==> src/rtl/strx_pkg.sv <==
package strx_pkg;

    typedef enum logic [2:0] {
        OP_MOVE  = 3'd0,
        OP_CMP   = 3'd1,
        OP_SCAN  = 3'd2,
        OP_LOAD  = 3'd3,
        OP_STORE = 3'd4
    } op_e;

    typedef enum logic [1:0] {
        REP_NONE     = 2'd0,
        REP_ALL      = 2'd1,
        REP_WHILE_EQ = 2'd2,
        REP_WHILE_NE = 2'd3
    } rep_e;

    typedef enum logic [2:0] {
        ST_IDLE,
        ST_CHECK,
        ST_RD_SRC,
        ST_RD_DST,
        ST_WR_DST,
        ST_STEP,
        ST_FIN
    } state_e;

    function automatic logic op_known(input logic [2:0] c);
        return c <= 3'd4;
    endfunction

    function automatic logic op_reads_src(input logic [2:0] c);
        return (c == OP_MOVE) || (c == OP_CMP) || (c == OP_LOAD);
    endfunction

    function automatic logic op_reads_dst(input logic [2:0] c);
        return (c == OP_CMP) || (c == OP_SCAN);
    endfunction

    function automatic logic op_steps_si(input logic [2:0] c);
        return (c == OP_MOVE) || (c == OP_CMP) || (c == OP_LOAD);
    endfunction

    function automatic logic op_steps_di(input logic [2:0] c);
        return (c == OP_MOVE) || (c == OP_CMP) || (c == OP_SCAN) || (c == OP_STORE);
    endfunction

    function automatic logic op_sets_zf(input logic [2:0] c);
        return (c == OP_CMP) || (c == OP_SCAN);
    endfunction

endpackage

==> src/rtl/strx_fsm.sv <==
module strx_fsm
    import strx_pkg::*;
(
    input  logic       clk,
    input  logic       rst_n,
    input  logic       start,
    input  logic [2:0] op,
    input  logic [1:0] rep,
    input  logic       cx_zero,
    input  logic       match,
    input  logic       mem_ack,
    output logic       busy,
    output logic       done,
    output logic       mem_req,
    output logic       mem_we,
    output logic       use_src,
    output logic       load_cfg,
    output logic       dec_cx,
    output logic       cap_src,
    output logic       cap_dst,
    output logic       step_en,
    output logic       zf_upd
);

    state_e state;
    state_e nxt;
    logic   repeating;
    logic   zf_exit;

    assign repeating = (rep != REP_NONE);
    assign zf_exit   = op_sets_zf(op) &&
                       (((rep == REP_WHILE_EQ) && !match) ||
                        ((rep == REP_WHILE_NE) &&  match));

    always_ff @(posedge clk or negedge rst_n) begin
        if (!rst_n) begin
            state <= ST_IDLE;
        end else begin
            state <= nxt;
        end
    end

    always_comb begin
        nxt = state;
        unique case (state)
            ST_IDLE: begin
                if (start) begin
                    nxt = ST_CHECK;
                end
            end
            ST_CHECK: begin
                if (!op_known(op)) begin
                    nxt = ST_FIN;
                end else if (repeating && cx_zero) begin
                    nxt = ST_FIN;
                end else if (op_reads_src(op)) begin
                    nxt = ST_RD_SRC;
                end else if (op_reads_dst(op)) begin
                    nxt = ST_RD_DST;
                end else begin
                    nxt = ST_WR_DST;
                end
            end
            ST_RD_SRC: begin
                if (mem_ack) begin
                    if (op == OP_CMP) begin
                        nxt = ST_RD_DST;
                    end else if (op == OP_MOVE) begin
                        nxt = ST_WR_DST;
                    end else begin
                        nxt = ST_STEP;
                    end
                end
            end
            ST_RD_DST: begin
                if (mem_ack) begin
                    nxt = ST_STEP;
                end
            end
            ST_WR_DST: begin
                if (mem_ack) begin
                    nxt = ST_STEP;
                end
            end
            ST_STEP: begin
                if (!repeating || zf_exit) begin
                    nxt = ST_FIN;
                end else begin
                    nxt = ST_CHECK;
                end
            end
            ST_FIN: begin
                nxt = ST_IDLE;
            end
            default: begin
                nxt = ST_IDLE;
            end
        endcase
    end

    always_comb begin
        busy     = 1'b1;
        done     = 1'b0;
        mem_req  = 1'b0;
        mem_we   = 1'b0;
        use_src  = 1'b0;
        load_cfg = 1'b0;
        dec_cx   = 1'b0;
        cap_src  = 1'b0;
        cap_dst  = 1'b0;
        step_en  = 1'b0;
        zf_upd   = 1'b0;
        unique case (state)
            ST_IDLE: begin
                busy     = 1'b0;
                load_cfg = start;
            end
            ST_CHECK: begin
                dec_cx = repeating && op_known(op) && !cx_zero;
            end
            ST_RD_SRC: begin
                mem_req = 1'b1;
                use_src = 1'b1;
                cap_src = mem_ack;
            end
            ST_RD_DST: begin
                mem_req = 1'b1;
                cap_dst = mem_ack;
            end
            ST_WR_DST: begin
                mem_req = 1'b1;
                mem_we  = 1'b1;
            end
            ST_STEP: begin
                step_en = 1'b1;
                zf_upd  = op_sets_zf(op);
            end
            ST_FIN: begin
                done = 1'b1;
            end
            default: begin
                busy = 1'b0;
            end
        endcase
    end

endmodule

==> src/rtl/strx_regs.sv <==
module strx_regs
    import strx_pkg::*;
#(
    parameter int OFF_W  = 16,
    parameter int DATA_W = 16
) (
    input  logic              clk,
    input  logic              rst_n,
    input  logic              load_cfg,
    input  logic [2:0]        op_in,
    input  logic [1:0]        rep_in,
    input  logic              wide_in,
    input  logic              dir_in,
    input  logic [OFF_W-1:0]  cx_in,
    input  logic [OFF_W-1:0]  si_in,
    input  logic [OFF_W-1:0]  di_in,
    input  logic [OFF_W-1:0]  ds_in,
    input  logic [OFF_W-1:0]  es_in,
    input  logic [DATA_W-1:0] acc_in,
    input  logic              zf_in,
    input  logic              dec_cx,
    input  logic              step_en,
    input  logic              cap_src,
    input  logic              cap_dst,
    input  logic              zf_upd,
    input  logic              match,
    input  logic [DATA_W-1:0] rdata,
    output logic [2:0]        op_q,
    output logic [1:0]        rep_q,
    output logic              wide_q,
    output logic [OFF_W-1:0]  cx_q,
    output logic [OFF_W-1:0]  si_q,
    output logic [OFF_W-1:0]  di_q,
    output logic [OFF_W-1:0]  ds_q,
    output logic [OFF_W-1:0]  es_q,
    output logic [DATA_W-1:0] acc_q,
    output logic              zf_q,
    output logic [DATA_W-1:0] src_q,
    output logic [DATA_W-1:0] dst_q
);

    localparam int HALF_W = DATA_W / 2;
    localparam int N_PTR  = 2;

    logic             dir_q;
    logic [OFF_W-1:0] stride;
    logic [OFF_W-1:0] ptr_init [N_PTR];
    logic [OFF_W-1:0] ptr_val  [N_PTR];
    logic             ptr_en   [N_PTR];

    assign stride      = wide_q ? OFF_W'(2) : OFF_W'(1);
    assign ptr_init[0] = si_in;
    assign ptr_init[1] = di_in;
    assign ptr_en[0]   = step_en && op_steps_si(op_q);
    assign ptr_en[1]   = step_en && op_steps_di(op_q);
    assign si_q        = ptr_val[0];
    assign di_q        = ptr_val[1];

    for (genvar g = 0; g < N_PTR; g++) begin : g_ptr
        logic [OFF_W-1:0] ptr_r;
        always_ff @(posedge clk or negedge rst_n) begin
            if (!rst_n) begin
                ptr_r <= '0;
            end else if (load_cfg) begin
                ptr_r <= ptr_init[g];
            end else if (ptr_en[g]) begin
                ptr_r <= dir_q ? (ptr_r - stride) : (ptr_r + stride);
            end
        end
        assign ptr_val[g] = ptr_r;
    end

    always_ff @(posedge clk or negedge rst_n) begin
        if (!rst_n) begin
            op_q   <= '0;
            rep_q  <= '0;
            wide_q <= 1'b0;
            dir_q  <= 1'b0;
            ds_q   <= '0;
            es_q   <= '0;
        end else if (load_cfg) begin
            op_q   <= op_in;
            rep_q  <= rep_in;
            wide_q <= wide_in;
            dir_q  <= dir_in;
            ds_q   <= ds_in;
            es_q   <= es_in;
        end
    end

    always_ff @(posedge clk or negedge rst_n) begin
        if (!rst_n) begin
            cx_q <= '0;
        end else if (load_cfg) begin
            cx_q <= cx_in;
        end else if (dec_cx) begin
            cx_q <= cx_q - OFF_W'(1);
        end
    end

    always_ff @(posedge clk or negedge rst_n) begin
        if (!rst_n) begin
            acc_q <= '0;
        end else if (load_cfg) begin
            acc_q <= acc_in;
        end else if (cap_src && (op_q == OP_LOAD)) begin
            if (wide_q) begin
                acc_q <= rdata;
            end else begin
                acc_q <= {acc_q[DATA_W-1:HALF_W], rdata[HALF_W-1:0]};
            end
        end
    end

    always_ff @(posedge clk or negedge rst_n) begin
        if (!rst_n) begin
            zf_q <= 1'b0;
        end else if (load_cfg) begin
            zf_q <= zf_in;
        end else if (zf_upd) begin
            zf_q <= match;
        end
    end

    always_ff @(posedge clk or negedge rst_n) begin
        if (!rst_n) begin
            src_q <= '0;
            dst_q <= '0;
        end else begin
            if (cap_src) begin
                src_q <= rdata;
            end
            if (cap_dst) begin
                dst_q <= rdata;
            end
        end
    end

endmodule

==> src/rtl/strx_cmp.sv <==
module strx_cmp #(
    parameter int DATA_W = 16
) (
    input  logic [DATA_W-1:0] lhs,
    input  logic [DATA_W-1:0] rhs,
    input  logic              wide,
    output logic              match
);

    localparam int HALF_W = DATA_W / 2;

    logic lo_eq;
    logic hi_eq;

    assign lo_eq = (lhs[HALF_W-1:0] == rhs[HALF_W-1:0]);
    assign hi_eq = (lhs[DATA_W-1:HALF_W] == rhs[DATA_W-1:HALF_W]);
    assign match = lo_eq && (hi_eq || !wide);

endmodule

==> src/rtl/strx_engine.sv <==
module strx_engine
    import strx_pkg::*;
#(
    parameter int OFF_W     = 16,
    parameter int SEG_SHIFT = 4,
    parameter int DATA_W    = 16
) (
    input  logic                       clk,
    input  logic                       rst_n,
    input  logic                       start,
    input  logic [2:0]                 op_i,
    input  logic [1:0]                 rep_i,
    input  logic                       wide_i,
    input  logic                       dir_i,
    input  logic [OFF_W-1:0]           cx_i,
    input  logic [OFF_W-1:0]           si_i,
    input  logic [OFF_W-1:0]           di_i,
    input  logic [OFF_W-1:0]           ds_i,
    input  logic [OFF_W-1:0]           es_i,
    input  logic [DATA_W-1:0]          acc_i,
    input  logic                       zf_i,
    output logic                       mem_req,
    output logic                       mem_we,
    output logic                       mem_wide,
    output logic [OFF_W+SEG_SHIFT-1:0] mem_addr,
    output logic [DATA_W-1:0]          mem_wdata,
    input  logic                       mem_ack,
    input  logic [DATA_W-1:0]          mem_rdata,
    output logic                       busy,
    output logic                       done,
    output logic [OFF_W-1:0]           cx_o,
    output logic [OFF_W-1:0]           si_o,
    output logic [OFF_W-1:0]           di_o,
    output logic [DATA_W-1:0]          acc_o,
    output logic                       zf_o
);

    localparam int ADDR_W = OFF_W + SEG_SHIFT;

    logic              load_cfg;
    logic              dec_cx;
    logic              cap_src;
    logic              cap_dst;
    logic              step_en;
    logic              zf_upd;
    logic              use_src;
    logic              match;
    logic [2:0]        op_q;
    logic [1:0]        rep_q;
    logic              wide_q;
    logic [OFF_W-1:0]  cx_q;
    logic [OFF_W-1:0]  si_q;
    logic [OFF_W-1:0]  di_q;
    logic [OFF_W-1:0]  ds_q;
    logic [OFF_W-1:0]  es_q;
    logic [DATA_W-1:0] acc_q;
    logic              zf_q;
    logic [DATA_W-1:0] src_q;
    logic [DATA_W-1:0] dst_q;
    logic [DATA_W-1:0] cmp_lhs;
    logic [ADDR_W-1:0] src_addr;
    logic [ADDR_W-1:0] dst_addr;

    strx_fsm u_fsm (
        .clk      (clk),
        .rst_n    (rst_n),
        .start    (start),
        .op       (op_q),
        .rep      (rep_q),
        .cx_zero  (cx_q == '0),
        .match    (match),
        .mem_ack  (mem_ack),
        .busy     (busy),
        .done     (done),
        .mem_req  (mem_req),
        .mem_we   (mem_we),
        .use_src  (use_src),
        .load_cfg (load_cfg),
        .dec_cx   (dec_cx),
        .cap_src  (cap_src),
        .cap_dst  (cap_dst),
        .step_en  (step_en),
        .zf_upd   (zf_upd)
    );

    strx_regs #(
        .OFF_W  (OFF_W),
        .DATA_W (DATA_W)
    ) u_regs (
        .clk      (clk),
        .rst_n    (rst_n),
        .load_cfg (load_cfg),
        .op_in    (op_i),
        .rep_in   (rep_i),
        .wide_in  (wide_i),
        .dir_in   (dir_i),
        .cx_in    (cx_i),
        .si_in    (si_i),
        .di_in    (di_i),
        .ds_in    (ds_i),
        .es_in    (es_i),
        .acc_in   (acc_i),
        .zf_in    (zf_i),
        .dec_cx   (dec_cx),
        .step_en  (step_en),
        .cap_src  (cap_src),
        .cap_dst  (cap_dst),
        .zf_upd   (zf_upd),
        .match    (match),
        .rdata    (mem_rdata),
        .op_q     (op_q),
        .rep_q    (rep_q),
        .wide_q   (wide_q),
        .cx_q     (cx_q),
        .si_q     (si_q),
        .di_q     (di_q),
        .ds_q     (ds_q),
        .es_q     (es_q),
        .acc_q    (acc_q),
        .zf_q     (zf_q),
        .src_q    (src_q),
        .dst_q    (dst_q)
    );

    assign cmp_lhs = (op_q == OP_SCAN) ? acc_q : src_q;

    strx_cmp #(
        .DATA_W (DATA_W)
    ) u_cmp (
        .lhs   (cmp_lhs),
        .rhs   (dst_q),
        .wide  (wide_q),
        .match (match)
    );

    assign src_addr  = {ds_q, {SEG_SHIFT{1'b0}}} + {{SEG_SHIFT{1'b0}}, si_q};
    assign dst_addr  = {es_q, {SEG_SHIFT{1'b0}}} + {{SEG_SHIFT{1'b0}}, di_q};
    assign mem_addr  = use_src ? src_addr : dst_addr;
    assign mem_wdata = (op_q == OP_MOVE) ? src_q : acc_q;
    assign mem_wide  = wide_q;

    assign cx_o  = cx_q;
    assign si_o  = si_q;
    assign di_o  = di_q;
    assign acc_o = acc_q;
    assign zf_o  = zf_q;

endmodule

==> config.mk <==
export PLATFORM = sky130hd
export DESIGN_NAME = strx_engine
export DESIGN_NICKNAME = d
export VERILOG_FILES = /design/src/rtl/strx_pkg.sv /design/src/rtl/strx_fsm.sv /design/src/rtl/strx_regs.sv /design/src/rtl/strx_cmp.sv /design/src/rtl/strx_engine.sv
export SDC_FILE = /design/constraint.sdc
export NUM_CORES = 1
export LEC_CHECK = 0
export BUFFER_PORTS_ARGS = -buffer_cell sky130_fd_sc_hd__buf_2
export CAP_MARGIN = 5
export CORE_ASPECT_RATIO = 0.6
export CORE_MARGIN = 1.5
export CORE_UTILIZATION = 40
export DETAILED_ROUTE_END_ITERATION = 6
export SYNTH_ARGS = -nofsm -noshare
export SYNTH_HDL_FRONTEND = slang
export SYNTH_SLANG_ARGS = --single-unit
==> constraint.sdc <==
create_clock -name clk -period 9.11 [get_ports clk]
set_input_delay 0.911 -clock clk [delete_from_list [all_inputs] [get_ports clk]]
set_output_delay 0.911 -clock clk [all_outputs]
set_load 0.02 [all_outputs]
# Word level (Yosys, flattened, before mapping)
# Cells that the tools add are included.
[totals] ff_bits=139 elab_cells=116 input_bits=124 romBits=0 out_inout_bits=106 ramBits=0 latchBits=0 memories=0
[classes] add_sub_neg=7 bitwise_logic=0 reduce_logical=37 shifts=0 eq_ne=17 n_mux=39 n_mul=0 div_mod_pow=0 magnitude_cmp=1
[ops] operator="$mux W16" n=13
[ops] operator="$add A20 B16 Y20" n=2
[ops] operator="$add A16 B16 Y16" n=2
[ops] operator="$sub A16 B16 Y16" n=2
[ops] operator="$mux W3" n=9
[ops] operator="$mux W20" n=1
[ops] operator="$eq A8 B8 Y1" n=2
[ops] operator="$logic_not A16 Y1" n=1
[ops] operator="$sub A16 B1 Y16 const B" n=1
[ops] operator="$pmux W3 S5" n=1
[ops] operator="$mux W1" n=14
[ops] operator="$reduce_bool A2 Y1" n=7
[ops] operator="$eq A3 B2 Y1 const B" n=4
[ops] operator="$eq A3 B3 Y1 const B" n=4
[ops] operator="$logic_and A1 B1 Y1" n=10
[ops] operator="$logic_or A1 B1 Y1" n=8
[ops] operator="$eq A3 B1 Y1 const B" n=2
[ops] operator="$logic_not A3 Y1" n=2
[ops] operator="$reduce_or A6 Y1" n=1
[ops] operator="$eq A2 B2 Y1 const B" n=2
[ops] operator="$logic_not A1 Y1" n=4
[ops] operator="$ne A2 B2 Y1 const B" n=2
[ops] operator="$le A3 B3 Y1 const B" n=1
[ops] operator="$reduce_and A3 Y1" n=1
[ops] operator="other kinds (5)" n=5

# Logic depth before layout (Yosys ltp)
# Gate-level depths: netlist of run 1.
[logic_depth] ltp_word=12 ltp_mapped=13 ltp_nobuf=13

# Modules after synthesis
# Synthesis of run 1 repeated with hierarchy kept, for this count alone.
[unflattened] cells_unflattened=995 hier_area_um2=9639.2
[by_module_without_submodules] module="strx_regs" area_each_um2=7148.1 instances=1 seq_area_each_um2=3403.3 cells_per_inst=674
[by_module_without_submodules] module="strx_engine" area_each_um2=1870.5 instances=1 seq_area_each_um2=0.0 cells_per_inst=232
[by_module_without_submodules] module="strx_fsm" area_each_um2=444.2 instances=1 seq_area_each_um2=75.1 cells_per_inst=67
[by_module_without_submodules] module="strx_cmp" area_each_um2=176.4 instances=1 seq_area_each_um2=0.0 cells_per_inst=22

# Worst setup path after synthesis of run 1
# No wires, ideal clock.
[synth_path] path_type="register to output" from="register u_regs.g_ptr[1].ptr_r[4] (netlist: u_regs.di_q[4])" to="output mem_addr[18]" t_arrival_ns=2.789 required_time_ns=8.199 n_path_buf=0 path_stages_with_launch=13 slack_ns=5.410 path_cell_list="dfrtp_1 -> ha_1 -> inv_1 -> fa_1 -> nor2b_1 -> o21a_1 -> o21ai_0 -> a21oi_1 -> o21a_1 -> o21ai_0 -> a2111oi_0 -> xnor2_1 -> mux2i_1"
[synth_via] elab_chain_len=2
[synth_lines] item="start, declared" line="strx_regs.sv:60" rtl="logic [OFF_W-1:0] ptr_r;"
[synth_lines] item="start signal, assigned" line="strx_regs.sv:65" rtl="ptr_r <= ptr_init[g];"
[synth_lines] item="start signal, assigned" line="strx_regs.sv:67" rtl="ptr_r <= dir_q ? (ptr_r - stride) : (ptr_r + stride);"
[synth_lines] item="$add A20 B16 Y20" line="strx_engine.sv:137" rtl="assign dst_addr = {es_q, {SEG_SHIFT{1'b0}}} + {{SEG_SHIFT{1'b0}}, di_q};"
[synth_lines] item="$mux W20" line="strx_engine.sv:138" rtl="assign mem_addr = use_src ? src_addr : dst_addr;"
[synth_lines] item="end, declared" line="strx_engine.sv:25" rtl="output logic [OFF_W+SEG_SHIFT-1:0] mem_addr,"
# Every way passes these cells.

# Worst setup path after layout of run 1
[layout_path] from="register u_regs.g_ptr[0].ptr_r[5] (netlist: u_regs.si_q[5])" to="output mem_addr[17]"
[layout_via] elab_chain_len=2
[layout_lines] item="start, declared" line="strx_regs.sv:60"
[layout_lines] item="start signal, assigned" line="strx_regs.sv:65"
[layout_lines] item="start signal, assigned" line="strx_regs.sv:67"
[layout_lines] item="$add A20 B16 Y20" line="strx_engine.sv:136" rtl="assign src_addr = {ds_q, {SEG_SHIFT{1'b0}}} + {{SEG_SHIFT{1'b0}}, si_q};"
[layout_lines] item="$mux W20" line="strx_engine.sv:138"
# Every way passes these cells.

==> results of run 1 <==
==> area by class of cell <==
type | instances | area [um^2] | share of cell area
Multi-Input combinational cell | 856 | 5580 | 0.486
Timing Repair Buffer | 240 | 1230 | 0.108
Antenna cell | 3 | 7.51 | 0.000654
Clock buffer | 19 | 443 | 0.0386
Sequential cell | 139 | 3480 | 0.303
Clock inverter | 13 | 190 | 0.0166
Tap cell | 315 | 394 | 0.0343
Inverter | 40 | 150 | 0.0131
==> cells in the mapped netlist, drive strengths merged, types with 2 or more instances <==
master	instances
a2111oi	6
a211oi	3
a21boi	3
a21o	14
a21oi	75
a221oi	3
a22oi	3
a31o	2
a31oi	13
a32oi	3
and3	6
buf	5
clkbuf	40
dfrtp	139
fa	4
ha	55
inv	39
mux2	46
mux2i	26
nand2	223
nand2b	11
nand3	14
nand3b	4
nor2	68
nor2b	11
nor3	24
nor4	9
o2111a	2
o2111ai	3
o211ai	6
o21a	13
o21ai	89
o21bai	4
o221ai	2
o22ai	6
o31a	2
o31ai	3
or3	8
or4	2
xnor2	46
xor2	27
==> logic make-up (layout without fill, tap and decap cells) <==
logic type / Yosys count / in the layout / share of synthesized area
AO/OA/AOI/OAI: 265 / 265 / 0.178
XOR/XNOR: 73 / 73 / 0.0683
adder cells (fa/ha/maj): 59 / 59 / 0.0820
buffers and inverters: 85 / 312 / 0.0350
flip-flops: 139 / 139 / 0.371
multiplexers: 72 / 72 / 0.0831
other: 0 / 3 / 0
AND/OR/NAND/NOR: 387 / 387 / 0.183
==> routing by layer <==
| layer | vias up | share of wire |
|---|---|---|
| met4 | 2 | 0.0056 |
| met3 | 16 | 0.077 |
| met1 | 4026 | 0.54 |
| met5 | - | 0.00043 |
| met2 | 264 | 0.38 |
| li1 | 4217 | - |
==> stage by stage <==
| step | total power (W) | hold slack (ns) |
|---|---|---|
| finish | 0.00533 | 0.481 |
| global route | 0.00579 | 0.501 |
| CTS | 0.00534 | 0.489 |
| detailed placement | 0.00455 | 0.471 |
| global placement | 0.00451 | 0.467 |
| floorplan | 0.00362 | 0.450 |
==> power by group through the flow <==
| stage | logic (W) | registers, W | clock network [W] |
|---|---|---|---|
| 2_1_floorplan | 0.00227 | 0.00135 | 0 |
| 3_3_place_gp | 0.00322 | 0.00129 | 0 |
| 3_5_place_dp | 0.00325 | 0.00130 | 0 |
| 4_1_cts | 0.00327 | 0.00129 | 0.000780 |
| 5_1_grt | 0.00365 | 0.00135 | 0.000802 |
| 6_report | 0.00327 | 0.00130 | 0.000764 |
==> final timing paths <==
path,from,end,slack (ns),depth (start not counted)
max reg2reg,u_regs.dir_q$_DFFE_PN0P_,u_regs.si_q[14]$_DFFE_PN0P_,4.93,12
min,u_regs.es_q[0]$_DFFE_PN0P_,u_regs.es_q[0]$_DFFE_PN0P_,0.48,2
max,u_regs.si_q[5]$_DFFE_PN0P_,mem_addr[17],4.71,11
min in group asynchronous,rst_n,u_regs.ds_q[10]$_DFFE_PN0P_,0.53,1
max in group asynchronous,rst_n,u_fsm.state[2]$_DFFE_PN0P_,7.24,2
min reg2reg,u_regs.es_q[0]$_DFFE_PN0P_,u_regs.es_q[0]$_DFFE_PN0P_,0.48,2
==> worst max-delay path, stage by stage, from the launching register on <==
cell      delay (ns)
dfrtp_1         0.43
ha_1            0.31
a21o_1          0.18
a21oi_1         0.26
o21ai_0         0.27
a2111o_1        0.53
a311o_1         0.40
nand3_1         0.12
a21boi_0        0.11
xnor2_1         0.15
mux2i_1         0.11
buf_2           0.18
==> registers in the layout, summed over array words and instances (netlist names) <==
register,cells
u_regs.di_q,16
u_regs.es_q,16
u_regs.acc_q,16
u_regs.cx_q,16
u_regs.src_q,16
u_regs.dir_q,1
u_fsm.state,3
u_regs.dst_q,16
u_regs.rep_q,2
u_regs.zf_q,1
u_regs.si_q,16
u_regs.ds_q,16
u_regs.op_q,3
u_regs.wide_q,1
==> flow_metrics.tcl, run 1 <==
set metrics [dict create \
    vias 8525 \
    synth.distinct_cells 72 \
    clkPwrFrac 0.143 \
    grtUsageMet3 0.0623 \
    crit_required_ns 8.20 \
    crit_arrival_ns 3.48 \
    fillers 2312 \
    p_int_w 0.00273 \
    grt_pass1_vias 7949 \
    die_area_um2 24400 \
    hold_viol_final 0 \
    worst_clock_skew_ns 0.0123 \
    layout-drive-gt1-share 0.256 \
    yosys.area.top_type "dfrtp_1" \
    crit_fanout 5 \
    fin_cells 1625 \
    stdcell_area_um2 11500 \
    place_area_um2 10800 \
    p_sw_w 0.00260 \
    avgSynthCellArea_um2 8.67 \
    grt_antenna_before_repair 4 \
    grt_usage 0.233 \
    initial_core_util 0.407 \
    wl_per_cell_um 17.2 \
    min_period_over_period 0.483 \
    drt_iter0_markers 505 \
    met2_usage 0.304 \
    drv_cap 0 \
    tritoncts "done" \
    clock.fmax_ghz 0.227 \
    synth.area.top_cells "dfrtp_1 37%, nand2_1 8.9%, ha_1 7.3%" \
    pwr-share-seq 0.243 \
    ctsHtreeMaxLevel 4 \
    use_met1 0.374 \
    synth-seq-cells 139 \
    drtAntennaViolNets 0 \
    outcome "finished clean" \
    swShare 0.487 \
    async_reset_ff_frac 1.00 \
    hold_path_class "flip-flop to flip-flop" \
    cts_buffers 17 \
    drtPass1Iterations 5 \
    setup_ws_ns 4.71 \
    cts_hold_buf 0 \
    tightest_slew_ns 0.953 \
    p_comb_frac 0.614 \
    final_common_cell "buf_2" \
    powerDensity_nw_per_um2 465 \
    ioPinCount 230 \
    finalWirelength_um 28000 \
    routabilityCongestion 0.836 \
    busiest_layer "met1" \
    end_kind "primary output" \
    ys_warn_count 0 \
    grt_overflow 0 \
    ir_drop_v 0.000196 \
    clk_latency_ns 0.43 \
    p_leak_nw 5.44 \
    rsz0062_at_grt "no" \
    coreArea_um2 23000 \
    dp_hpwl_um 20600 \
    max-slew-margin-rel 0.363 \
    synth_area_um2 9370 \
    grt_start_max_net_pins 80 \
    clock-sinks 139 \
    synth_cells 1080 \
    tns_ns 0 \
    final_cell_mix "228 x buf_2, 223 x nand2_1, 139 x dfrtp_1, 85 x o21ai_0, 75 x a21oi_1" \
    dieHeight_um 122 \
    final.min_clock_period_ns 4.40 \
    finalSetupViolCount 0 \
    rows 43 \
    synth.net_count 1263 \
    ys.flop_type "dfrtp_1" \
    synth.yosys.seq_area_share 0.371 \
    cts-resized-gates 0 \
    synthToLayoutAreaGrowth_pct 22.5 \
    drc 0 \
    cts-root-buf "clkbuf_16" \
    drv_slew 0 \
    cts_setup_buffers 0 \
    chipWidth_um 201 \
    synth-edff-count 0 \
    grt_pass1_wl_um 44300 \
    viasPerCell 5.25 \
    port_buffers 229 \
    clk_path_buf_depth 2 \
    critPathLaunchType "flip-flop" \
    post-route-util 0.498 \
    clk_pin_slew_ns 0.07 \
    synth.top_cell.area_share 0.371 \
    post-place-ws_ns 5.06 \
    crit_type "flip-flop to primary output" \
    post-place-cells 1590 \
    fin_nets 1477 \
]
Note: power is estimated with default switching activity, not from simulation.
==> run 2: changes to the inputs <==
--- a/config.mk
+++ b/config.mk
@@ -11,6 +11,7 @@
 export CORE_MARGIN = 1.5
 export CORE_UTILIZATION = 40
 export DETAILED_ROUTE_END_ITERATION = 6
+export PLACE_DENSITY = 0.65
 export SYNTH_ARGS = -nofsm -noshare
 export SYNTH_HDL_FRONTEND = slang
 export SYNTH_SLANG_ARGS = --single-unit
==> constraint.sdc (replaced) <==
create_clock -name clk -period 3.9 [get_ports clk]
set_input_delay 0.39 -clock clk [delete_from_list [all_inputs] [get_ports clk]]
set_output_delay 0.39 -clock clk [all_outputs]
set_load 0.02 [all_outputs]
==> flow_metrics.tcl, run 2 (synthesized netlist as in run 1, its figures left out) <==
set metrics [dict create \
    met2_usage 0.314 \
    clock.fmax_ghz 0.267 \
    final.min_clock_period_ns 3.74 \
    p_leak_nw 5.49 \
    tightest_slew_ns 1.16 \
    crit_type "flip-flop to primary output" \
    p_int_w 0.00641 \
    ctsHtreeMaxLevel 4 \
    powerDensity_nw_per_um2 1090 \
    busiest_layer "met1" \
    ioPinCount 230 \
    grt_antenna_before_repair 1 \
    min_period_over_period 0.959 \
    grtUsageMet3 0.0605 \
    wl_per_cell_um 17.3 \
    synthToLayoutAreaGrowth_pct 23.3 \
    ir_drop_v 0.000415 \
    crit_fanout 5 \
    clk_pin_slew_ns 0.06 \
    hold_viol_final 0 \
    max-slew-margin-rel 0.226 \
    post-place-ws_ns 0.519 \
    drc 0 \
    cts-root-buf "clkbuf_16" \
    viasPerCell 5.28 \
    finalSetupViolCount 0 \
    crit_required_ns 3.51 \
    fin_nets 1487 \
    finalWirelength_um 28300 \
    drtAntennaViolNets 0 \
    coreArea_um2 23000 \
    p_sw_w 0.00616 \
    die_area_um2 24400 \
    hold_path_class "input port to async pin" \
    dp_hpwl_um 21000 \
    routabilityCongestion 0.857 \
    crit_arrival_ns 3.35 \
    drv_cap 0 \
    final_cell_mix "228 x buf_2, 223 x nand2_1, 139 x dfrtp_1, 82 x o21ai_0, 74 x a21oi_1" \
    worst_clock_skew_ns 0.00977 \
    end_kind "primary output" \
    dieHeight_um 122 \
    grt_usage 0.234 \
    grt_overflow 0 \
    outcome "finished clean" \
    vias 8624 \
    setup_ws_ns 0.161 \
    clk_latency_ns 0.43 \
    chipWidth_um 201 \
    clk_path_buf_depth 2 \
    finalPower_w 0.0126 \
    rows 43 \
    final_common_cell "buf_2" \
    fillers 2278 \
    grt_start_max_net_pins 86 \
    grt_pass1_vias 8093 \
    use_met1 0.371 \
    clkPwrFrac 0.136 \
    drtPass1Iterations 5 \
    initial_core_util 0.407 \
    p_comb_frac 0.626 \
    port_buffers 229 \
    drv_slew 0 \
    pwr-share-seq 0.238 \
    swShare 0.490 \
    clock-sinks 139 \
    cts_buffers 17 \
    place_area_um2 10900 \
    grt_pass1_wl_um 44700 \
    critPathLaunchType "flip-flop" \
    tritoncts "done" \
    layout-drive-gt1-share 0.263 \
    fin_hold_ws_ns 0.00901 \
    stdcell_area_um2 11500 \
    drt_iter0_markers 497 \
    rsz0062_at_grt "yes" \
]
[run 2: area by class of cell]
class / count / area (um^2) / share of cell area
inverter: 40 / 150 / 0.0130
sequential: 139 / 3480 / 0.301
antenna: 2 / 5.00 / 0.000433
clock buffer: 19 / 443 / 0.0384
tap: 315 / 394 / 0.0341
clock inverter: 13 / 166 / 0.0144
timing repair buffer: 250 / 1320 / 0.115
multi-input combinational: 856 / 5590 / 0.484
[run 2: worst paths after layout]
kind	from	end	slack (ns)	cells past startpoint
min in group clk	ds_i[10]	u_regs.ds_q[10]$_DFFE_PN0P_	0.15	3
worst max register to register	u_regs.dir_q$_DFFE_PN0P_	u_regs.si_q[14]$_DFFE_PN0P_	0.51	13
worst min-delay path	rst_n	u_regs.ds_q[10]$_DFFE_PN0P_	0.009	1
worst max-delay path	u_regs.si_q[5]$_DFFE_PN0P_	mem_addr[17]	0.16	11
max in group asynchronous	rst_n	u_regs.dst_q[5]$_DFFE_PN0P_	3.05	2
worst min register to register	u_regs.es_q[11]$_DFFE_PN0P_	u_regs.es_q[11]$_DFFE_PN0P_	0.48	2
[run 2: power by group through the flow]
stage | clock, W | combinational (W) | sequential [W]
6_report | 0.00171 | 0.00787 | 0.00300
3_3_place_gp | 0 | 0.00764 | 0.00297
5_1_grt | 0.00181 | 0.00868 | 0.00310
3_5_place_dp | 0 | 0.00773 | 0.00300
4_1_cts | 0.00174 | 0.00780 | 0.00299
2_1_floorplan | 0 | 0.00530 | 0.00316
[run 2: what timing repair did]
action | 4_1_cts | 5_1_grt
resized for setup | 1 | 5
buffers inserted | 0 | 1
pin swaps | 0 | 1
hold buffers | 0 | 0
endpoints found under the setup margin | 1 | 6
[run 2: layer usage]
metal / vias up / wire length (um)
met3: 14 / 2100
met2: 272 / 11000
met4: 0 / 173
met1: 4095 / 15100
li1: 4243 / -
met5: - / 0
[run 2: stage by stage]
step                      utilization  TNS (ns)  cells
after floorplan                     -         0   1080
after global placement          0.474         0   1599
after detailed placement        0.474         0   1599
after CTS                       0.501         0   1631
after global routing            0.501   -0.0357   1632
final                           0.502         0   1634
[run 2: worst max-delay path: stages, from the launching register on]
cell and delay, ns:
dfrtp_1 0.43, ha_1 0.33, a21o_1 0.20, a21oi_2 0.19
o21ai_1 0.16, a2111o_1 0.51, a311o_1 0.41, nand3_1 0.11
a21boi_0 0.11, xnor2_1 0.15, mux2i_1 0.13, buf_2 0.19
